===== config.mk =====
export PLATFORM = sky130hd
export DESIGN_NAME = ramp_adc_ctrl
export DESIGN_NICKNAME = d
export VERILOG_FILES = /design/src/rtl/ramp_adc_ctrl.sv
export SDC_FILE = /design/constraint.sdc
export NUM_CORES = 1
export LEC_CHECK = 0
export BUFFER_PORTS_ARGS = -buffer_cell sky130_fd_sc_hd__buf_2
export CAP_MARGIN = 20
export CORE_AREA = 2 2 64 66
export CTS_CLUSTER_DIAMETER = 200
export CTS_CLUSTER_SIZE = 30
export DETAILED_ROUTE_END_ITERATION = 10
export DIE_AREA = 0 0 66 68
export MAX_ROUTING_LAYER = met4
export PLACE_DENSITY = 0.76
export SYNTH_ARGS = -nofsm -noshare
export SYNTH_HDL_FRONTEND = slang
export SYNTH_SLANG_ARGS = --single-unit

===== constraint.sdc =====
create_clock -name clk -period 2 [get_ports clk]
set_clock_uncertainty 0.2 [all_clocks]
set_input_delay 0.3 -clock clk [delete_from_list [all_inputs] [get_ports clk]]
set_output_delay 0.3 -clock clk [all_outputs]
set_load 0.05 [all_outputs]

===== src/rtl/ramp_adc_ctrl.sv =====
module ramp_adc_ctrl #(
  parameter int FINE_W = 8,
  parameter int HOLD_W = 8,
  parameter int SEQ_W  = 8
) (
  input  logic              clk,
  input  logic              rst_n,
  input  logic              hit,
  input  logic [HOLD_W-1:0] hold_len,
  input  logic              tdc_valid,
  input  logic [FINE_W-1:0] tdc_fine,
  output logic              ramp_out,
  output logic              ramp_oe,
  output logic              smp_valid,
  output logic [FINE_W-1:0] smp_code,
  output logic              smp_fall,
  output logic              smp_ovf,
  output logic [SEQ_W-1:0]  smp_seq
);

  typedef enum logic [1:0] {S_SLEEP, S_AWAKE, S_PARK} st_t;

  localparam logic [HOLD_W-1:0] ONE = {{(HOLD_W-1){1'b0}}, 1'b1};

  st_t               st;
  logic [HOLD_W-1:0] rem;
  logic [SEQ_W-1:0]  seq;

  wire [HOLD_W-1:0] reload   = (hold_len == '0) ? ONE : hold_len;
  wire              park_now = (st == S_AWAKE) && !hit && (rem == ONE);
  wire [FINE_W-1:0] code_now = !tdc_valid ? '0 : (ramp_out ? tdc_fine : ~tdc_fine);

  always_ff @(posedge clk) begin
    if (!rst_n) begin
      st        <= S_SLEEP;
      ramp_out  <= 1'b0;
      ramp_oe   <= 1'b0;
      rem       <= '0;
      seq       <= '0;
      smp_valid <= 1'b0;
      smp_code  <= '0;
      smp_fall  <= 1'b0;
      smp_ovf   <= 1'b0;
      smp_seq   <= '0;
    end else begin
      smp_valid <= 1'b0;
      case (st)
        S_SLEEP, S_PARK: begin
          if (hit) begin
            st       <= S_AWAKE;
            ramp_oe  <= 1'b1;
            ramp_out <= 1'b1;
            rem      <= reload;
            seq      <= '0;
          end else if (st == S_PARK) begin
            st      <= S_SLEEP;
            ramp_oe <= 1'b0;
          end
        end
        S_AWAKE: begin
          smp_valid <= 1'b1;
          smp_fall  <= !ramp_out;
          smp_ovf   <= !tdc_valid;
          smp_code  <= code_now;
          smp_seq   <= seq;
          seq       <= seq + 1'b1;
          rem       <= hit ? reload : rem - ONE;
          if (park_now) begin
            st       <= S_PARK;
            ramp_out <= 1'b0;
          end else begin
            ramp_out <= !ramp_out;
          end
        end
        default: st <= S_SLEEP;
      endcase
    end
  end

  AST_QUIET_SLEEP: assert property (@(posedge clk) disable iff (!rst_n)
    (st == S_SLEEP && !hit) |=> (!ramp_oe && !ramp_out && !smp_valid));
  AST_TOGGLE: assert property (@(posedge clk) disable iff (!rst_n)
    (st == S_AWAKE && !park_now) |=> (ramp_out != $past(ramp_out)));
  AST_ONE_SAMPLE: assert property (@(posedge clk) disable iff (!rst_n)
    (st == S_AWAKE) |=> smp_valid);
  AST_WAKE: assert property (@(posedge clk) disable iff (!rst_n)
    (st != S_AWAKE && hit) |=> (ramp_oe && ramp_out));
  AST_DIR_TAG: assert property (@(posedge clk) disable iff (!rst_n)
    (st == S_AWAKE) |=> (smp_fall == !$past(ramp_out)));
  AST_NO_CROSSING: assert property (@(posedge clk) disable iff (!rst_n)
    (st == S_AWAKE) |=> (smp_ovf == !$past(tdc_valid)));
  AST_PARK_LOW: assert property (@(posedge clk) disable iff (!rst_n)
    (st == S_PARK) |-> (ramp_oe && !ramp_out));

endmodule


Yosys cells after proc, flatten, opt, wreduce, memory -nomap -nowiden
Cells that the tools add are included.
{"block": "classes", "add_sub_neg": 2, "n_eq_ne": 6, "mux": 18, "bitwise": 1, "n_reduce_logical": 13}
{"operator": "$mux W8", "count": 6}
{"operator": "$pmux W8 S2", "count": 2}
{"operator": "$add A8 B1 Y8 const B", "count": 1}
{"operator": "$eq A8 B1 Y1 const B", "count": 1}
{"operator": "$logic_not A8 Y1", "count": 1}
{"operator": "$not A8 Y8", "count": 1}
{"operator": "$sub A8 B1 Y8 const B", "count": 1}
{"operator": "$mux W2", "count": 3}
{"operator": "$reduce_and A2 Y1", "count": 3}
{"operator": "$mux W1", "count": 5}
{"operator": "$ne A2 B2 Y1 const B", "count": 2}
{"operator": "$pmux W2 S2", "count": 1}
{"operator": "$reduce_bool A2 Y1", "count": 2}
{"operator": "$logic_not A1 Y1", "count": 3}
{"operator": "$ne A3 B3 Y1 const B", "count": 1}
{"operator": "$eq A2 B1 Y1 const B", "count": 1}
{"operator": "$eq A2 B2 Y1 const B", "count": 1}
{"operator": "$logic_and A1 B1 Y1", "count": 2}
{"operator": "$logic_not A2 Y1", "count": 1}
{"operator": "$pmux W1 S2", "count": 1}
{"operator": "$reduce_or A2 Y1", "count": 1}
{"block": "word_totals", "regBits": 39, "inputBits": 20, "out_inout_bits": 21, "wordCells": 50}

Logic depth before layout (Yosys ltp)
Gate-level depths: netlist of run 1.
{"block": "depth", "ltp_word": 5, "depth_mapped": 5, "ltp_nobuf": 5}

Least setup slack after synthesis of run 1
No wires, ideal clock.
{"block": "synth_path", "path_kind": "reg2reg", "startpoint": "register ramp_out", "endpoint": "register smp_code[0]", "setup_ns": 0.128, "arrival_time_ns": 1.385, "required_time_ns": 1.672, "slack_ns": 0.287, "stages_incl_launch_ff": 5, "n_path_buf": 1, "synth_period_minus_slack_ns": 1.713, "path_cell_list": "dfxtp_1 clkbuf_1 xnor2_1 a22oi_1 nor2_1"}
{"block": "synth_between", "elab_chain_cells": 2}
{"item": "start: declaration", "line": "12", "text": "output logic ramp_out,"}
{"item": "start signal: assignment", "line": "72", "text": "ramp_out <= !ramp_out;"}
{"item": "$mux W8 (2 in a row)", "line": "31", "text": "wire [FINE_W-1:0] code_now = !tdc_valid ? '0 : (ramp_out ? tdc_fine : ~tdc_fine);"}
{"item": "end signal: assignment", "line": "64", "text": "smp_code <= code_now;"}
{"item": "end: declaration", "line": "15", "text": "output logic [FINE_W-1:0] smp_code,"}
No other way between the ends.
A chain may end at the register's enable or synchronous reset.

Worst setup path in the final report of run 1
{"block": "layout_path", "startpoint": "register rem[0]", "endpoint": "register rem[6]"}
{"block": "layout_between", "elab_chain_cells": 3}
{"item": "start: declaration", "line": "26", "text": "logic [HOLD_W-1:0] rem;"}
{"item": "start signal: assignment", "line": "53", "text": "rem <= reload;"}
{"item": "start signal: assignment", "line": "67", "text": "rem <= hit ? reload : rem - ONE;"}
{"item": "$sub A8 B1 Y8", "line": "67"}
{"item": "$mux W8", "line": "67"}
{"item": "$pmux W8 S2", "line": "47", "text": "case (st)"}
No other way between the ends.

==> results.md, run 1 <==
* Fin worst setup slack at 0.1617 ns
* Cell Area, Synth at 0.001968 sq mm
* Post CTS Setup Buffer Count at 0
* Min Tclk post-route at 1.838 ns
* Worst setup EP type: flop
* Vias after detailed routing at 1810
* R2R setup slack at 0.16 ns
* Syn Area/Cell at 8.946 sq um
* TritonCTS Buffers at 5
* CP Data Arrival Time at 1.81 ns
* Fmax at 544.0 MHz
* Yosys warning total at 0
* Number of global-route vias before repair at 1678
* Worst r2r src: rem[0]
* Clock tree sinks at 39
* Most common flop cell mapped by yosys: dfxtp_1
* DRC viols at 0
* Clk_lat worst skew at 0.29 ns
* Status: finished clean
* TritonCTS clock tree: built
* Drt wl/cell at 13.95 um
* DR iter-0 viols at 55
* Initial Util at 51.04%
* Crit path max fanout at 9
* Distinct cells, synth at 53
* Startpoint types: flop
* Syn nets at 243
* Diode count at 0
* Asr flop ratio synth at 0%
* Die height at 68 um
* Fin nets at 288
* Grt total ovfl at 0
* Crit Reg-Reg Endpoint: rem[6]
* Sequential fraction of the synthesis area at 39.67%
* Post-CTS sizing at 0
* Final setup violation count at 0
* Syn Inst Count at 220
* Worst VDD drop at 0.4775 mV
* Detailed placement HPWL at 3.185 mm
* Relative slew slack at 68.10%
* Row Count at 23
* Number of hold buffers added after CTS at 0
* Worst-Margin Slew at 0.4719 ns
* Critical Path RT at 1.97 ns
* Final Hold Viols at 0
* CTS Buffer Depth at 2
* Initial DRT Pass Iterations at 4
* Core footprint at 0.003856 sq mm
* Worst Hold End: rem[2]
* Total negative slack at 0 ns
* Crit path launch: rem[0]
* I/O pin cnt at 41
* Max-slew violations at 0
* Die area at 0.004488 sq mm
* RSZ-0062 raised after global routing: false
* Chip width at 66 um
* Post-route ant nets at 0
* Root Buffer: clkbuf_8
* #FFs+latches synth at 39
* First-pass GRT wire length at 7.403 mm
* Place WS at 0.1960 ns
* Clk pin slew, worst setup/hold paths at 0.07 ns
* Share of layout cells above drive strength 1 at 26.32%
* Setup CP Type: flop to flop
* Leak at 0.0009419 uW
* Hold Crit Class: input pin to flop
* Antenna violations before repair at 0
* Period utilisation layout at 91.91%
* HP Start: hold_len[2]
* PwrDens at 835.2 mW/mm^2
* P&R area growth vs syn at 19.58%
* PortBufs at 40
* Worst Hold Path Cells at 3
* Total track usage at 22.22%
* EDFF count, synth at 0
* Gpl congestion at 0.8912
* H-tree depth at 2
* Worst R2R Path Depth at 5
* Largest net degree at the start of global routing at 21
* Max Cap Viol at 0
* Via-per-instance ratio at 5.728
* DRT Wirelength at 4.407 mm
==> critical path: stages, from the launching register on <==
cell	delay [ns]
dfxtp_1	0.39
inv_1	0.09
ha_1	0.23
or4b_1	0.47
o2111ai_1	0.22
o221ai_2	0.12
==> per-stage QoR <==
| step | area (sq um) | instances | power, uW | hold WS, ns | util (%) |
|---|---|---|---|---|---|
| 2_1_floorplan | 1968 | 220 | 1118 | 0.2400 | - |
| 3_3_place_gp | 2221 | 308 | 1205 | 0.2400 | 57.59 |
| 3_5_place_dp | 2221 | 308 | 1210 | 0.2456 | 57.59 |
| 4_1_cts | 2354 | 316 | 1981 | 0.1070 | 61.03 |
| 5_1_grt | 2354 | 316 | 2057 | 0.1273 | 61.03 |
| 6_report | 2354 | 316 | 1966 | 0.1169 | 61.03 |
==> cell usage after synthesis (3+ instances only) <==
master / instances / area share (%)
a21oi_1: 17 / 4.3
a22oi_1: 8 / 3.1
buf_2: 5 / 1.3
clkbuf_1: 4 / 0.76
clkbuf_8: 3 / 2.1
dfxtp_1: 39 / 40
ha_1: 3 / 1.9
inv_1: 9 / 1.7
mux2i_1: 3 / 1.5
nand2_1: 27 / 5.1
nand2b_1: 4 / 1.3
nand3_1: 7 / 1.8
nor2_1: 12 / 2.3
nor3_1: 7 / 1.8
nor4_1: 3 / 0.95
o211ai_1: 4 / 1.5
o21ai_0: 4 / 1.0
or3_1: 5 / 1.6
xnor2_1: 8 / 3.6
==> area by class of cell <==
class	instances	area, sq um
clock buffer	6	72.57
clock inverter	2	60.06
fill	346	1503
inverter	9	33.78
multi-input combinational	157	1046
sequential	39	780.7
tap	50	62.56
timing repair buffer	53	297.8
==> registers in the layout (all words and copies together) (netlist names), 2 cells and up <==
signal and flops:
rem 8, st 2, smp_seq 8, smp_code 8
seq 8
==> worst max-delay path by stage <==
stage                        to  slack, ns  cells past startpoint
finish                   rem[6]       0.16                      5
global route              st[0]       0.05                      4
CTS                      rem[6]       0.17                      5
detailed placement       rem[6]       0.20                      5
global placement         rem[6]       0.27                      5
floorplan           smp_code[0]       0.29                      4
==> where the power goes <==
part           switching [uW]  total [uW]  internal (uW)
Combinational             209         344            135
Sequential               39.7         853            813
Clock                     271         769            499
Total                     519        1970           1450
==> cells by family after synthesis <==
logic type,count (synthesis),synth area share [%]
flops,39,39.67
xor+xnor,8,3.560
mux,3,1.526
fa+ha+maj,3,1.907
simple gates,86,24.41
compound gates,57,21.74
buf+inv,24,7.183
==> cell usage in the layout, fill, tap and decap left out, drive strengths merged, types with 2 or more instances in the layout <==
master,synthesis,layout
dfxtp,39,39
or3,5,5
nand2,27,27
a21oi,17,17
a32oi,2,2
a211oi,2,2
nor2b,2,2
a22oi,8,8
nor2,12,12
nor3,8,8
nand2b,4,4
ha,3,3
mux2i,3,3
a2111oi,3,3
o211ai,4,4
or2,2,2
o221ai,3,3
o2111ai,2,2
o211a,2,2
nand3b,2,2
nand3,7,7
a21boi,2,2
buf,8,53
o21ai,4,4
o221a,2,2
bufinv,0,2
clkbuf,7,6
xnor2,8,8
nor4,3,3
inv,9,9
or3b,3,3
or4b,2,2
==> metal layers <==
metal / global-route usage (%) / wire (um)
met3: 5.428 / 194
met5: - / 0
met1: 25.82 / 1997
met2: 36.49 / 2128
met4: 10.46 / 87
No activity file was read; power rests on OpenSTA's default activity.
==> run 2, diff against run 1 <==
==> constraint.sdc (replaced) <==
create_clock -name clk -period 2 [get_ports clk]
set_clock_uncertainty 0.2 [all_clocks]
set_input_delay 0.1 -clock clk [delete_from_list [all_inputs] [get_ports clk]]
set_output_delay 0.1 -clock clk [all_outputs]
set_load 0.05 [all_outputs]
==> run 2 against run 1 <==
Compared with the run above: routed wire length increased by 3.4%; maximum frequency is 0.74% lower; sequential power grew 0.8%; total power shrank 11%; cell count grew 2.8%; critical endpoint unchanged; count of clock-buffer cells in the layout is the same; largest cell class unchanged; non-clock buffer count increased by 10; design area is 3.2% higher; clock power decreased by 29%; combinational power is 3% higher; via count rose by 0.17%; worst hold slack worse by 0.095 ns.
==> results.md, run 2 (same netlist as run 1, synthesis figures left out) <==
* Number of hold buffers added after CTS at 13 (was 0)
* Antenna violations before repair at 0 (unchanged)
* Grt total ovfl at 0 (unchanged)
* Fmax at 540.0 MHz (was 544.0 MHz)
* Crit Reg-Reg Endpoint: rem[6] (unchanged)
* DRC viols at 0 (unchanged)
* PwrDens at 724.1 mW/mm^2 (was 835.2 mW/mm^2)
* Detailed placement HPWL at 3.164 mm (was 3.185 mm)
* Worst R2R Path Depth at 5 (unchanged)
* Filler cells at 340 (was 346)
* Cells after DPL at 305 (was 308)
* Root Buffer: clkbuf_8 (unchanged)
* Crit path launch: rem[0] (unchanged)
* Setup CP Type: flop to flop (unchanged)
* Clock tree sinks at 39 (unchanged)
* Largest net degree at the start of global routing at 21 (unchanged)
* PortBufs at 40 (unchanged)
* TritonCTS clock tree: built (unchanged)
* Clk pin slew, worst setup/hold paths at 0.08 ns (was 0.07 ns)
* P&R area growth vs syn at 23.39% (was 19.58%)
* First-pass GRT wire length at 7.500 mm (was 7.403 mm)
* Final Util at 62.98% (was 61.03%)
* Share of layout cells above drive strength 1 at 24.36% (was 26.32%)
* Min Tclk post-route at 1.852 ns (was 1.838 ns)
* Fin nets at 298 (was 288)
* Leak at 0.0009672 uW (was 0.0009419 uW)
* Register area at 780.7 sq um (unchanged)
* Via-per-instance ratio at 5.578 (was 5.728)
* R2R setup slack at 0.15 ns (was 0.16 ns)
* Clk_lat worst skew at 0.30 ns (was 0.29 ns)
* CP Data Arrival Time at 1.82 ns (was 1.81 ns)
* Total power at 1758 uW (was 1966 uW)
* Critical Path RT at 1.97 ns (about the same)
* Final Instance Count excl. Fillers at 325 (was 316)
* Startpoint types: flop (unchanged)
* Vias after detailed routing at 1813 (was 1810)
* Final setup violation count at 0 (unchanged)
* Post CTS Setup Buffer Count at 0 (unchanged)
* Worst r2r src: rem[0] (unchanged)
* Fin worst setup slack at 0.1481 ns (was 0.1617 ns)
* Hold Crit Class: input pin to flop (unchanged)
* Crit path to: rem[6] (unchanged)
* Total negative slack at 0 ns (unchanged)
* DR iter-0 viols at 83 (was 55)
* Number of global-route vias before repair at 1614 (was 1678)
* Post-CTS sizing at 0 (unchanged)
* RSZ-0062 raised after global routing: false (unchanged)
* TritonCTS Buffers at 5 (unchanged)
* Die height at 68 um (unchanged)
* Final Hold Viols at 0 (unchanged)
* Gpl congestion at 0.8762 (was 0.8912)
* Worst setup EP type: flop (unchanged)
* Status: finished clean (unchanged)
* Chip width at 66 um (unchanged)
* Place WS at 0.2161 ns (was 0.1960 ns)
* Initial Util at 51.04% (unchanged)
* Commonest non-fill, non-tap cells in the layout: 40 x buf_2, 39 x dfxtp_1, 27 x nand2_1 (unchanged)
* Post-route ant nets at 0 (unchanged)
* Area of the multi-input gates at 0.001046 sq mm (unchanged)
* Core footprint at 0.003856 sq mm (unchanged)
* Max Cap Viol at 0 (unchanged)
* Die area at 0.004488 sq mm (unchanged)
* Relative slew slack at 60.81% (was 68.10%)
* CTS Buffer Depth at 2 (unchanged)
* Worst Hold Path Cells at 3 (unchanged)
* Row Count at 23 (unchanged)
* Drt wl/cell at 14.02 um (was 13.95 um)
* Diode count at 0 (unchanged)
* DRT Wirelength at 4.557 mm (was 4.407 mm)
* Total track usage at 22.74% (was 22.22%)
* Max-slew violations at 0 (unchanged)
* Initial DRT Pass Iterations at 4 (unchanged)
* H-tree depth at 2 (unchanged)
* Period utilisation layout at 92.60% (was 91.91%)
* I/O pin cnt at 41 (unchanged)
* Worst VDD drop at 0.4476 mV (was 0.4775 mV)
* Commonest non-fill, non-tap cell in the layout: buf_2 (unchanged)
* Worst-Margin Slew at 0.5872 ns (was 0.4719 ns)
* Crit path max fanout at 9 (unchanged)
-- run 2: per-stage QoR --
step / area [sq um] / hold slack, ns
global placement: 2211 / 0.2087
finish: 2429 / 0.02144
CTS: 2429 / 0.01374
global route: 2429 / 0.05035
floorplan: 1968 / 0.08564
detailed placement: 2211 / 0.2103
-- run 2: critical path, cell delays in order, from the launching register on --
cell and delay, ns:
dfxtp_1 0.39, inv_1 0.09, ha_1 0.23, or4b_1 0.47, o2111ai_1 0.22, o221ai_2 0.12
-- run 2: layout make-up --
class	count	share of cell area, %
clock inverter	1	0.2061
timing repair buffer	63	17.21
multi-input combinational	157	43.07
clock buffer	6	3.400
tap	50	2.576
sequential	39	32.15
inverter	9	1.391
-- run 2: how the worst min path moves through the flow --
stage | from | endpoint | slack [ns]
after global placement | hold_len[2] | rem[2] | 0.21
after floorplan | hold_len[2] | rem[2] | 0.09
after global routing | hit | st[1] | 0.05
final | hold_len[3] | rem[3] | 0.02
after detailed placement | hold_len[2] | rem[2] | 0.21
after CTS | hold_len[3] | rem[3] | 0.01
-- run 2: where the power goes --
| group | internal, uW | total, uW | switching, uW |
|---|---|---|---|
| Combinational | 150 | 355 | 206 |
| Sequential | 813 | 860 | 46.9 |
| Clock | 271 | 543 | 273 |
-- run 2: layer usage --
metal	track usage (%)	part of all wire, %	wire [um]	vias to the layer above
li1	-	-	-	910
met1	28.28	45	2070	863
met2	35.73	49	2235	35
met3	3.947	3.8	175	5
met4	11.73	1.6	75	0
met5	-	0	0	-
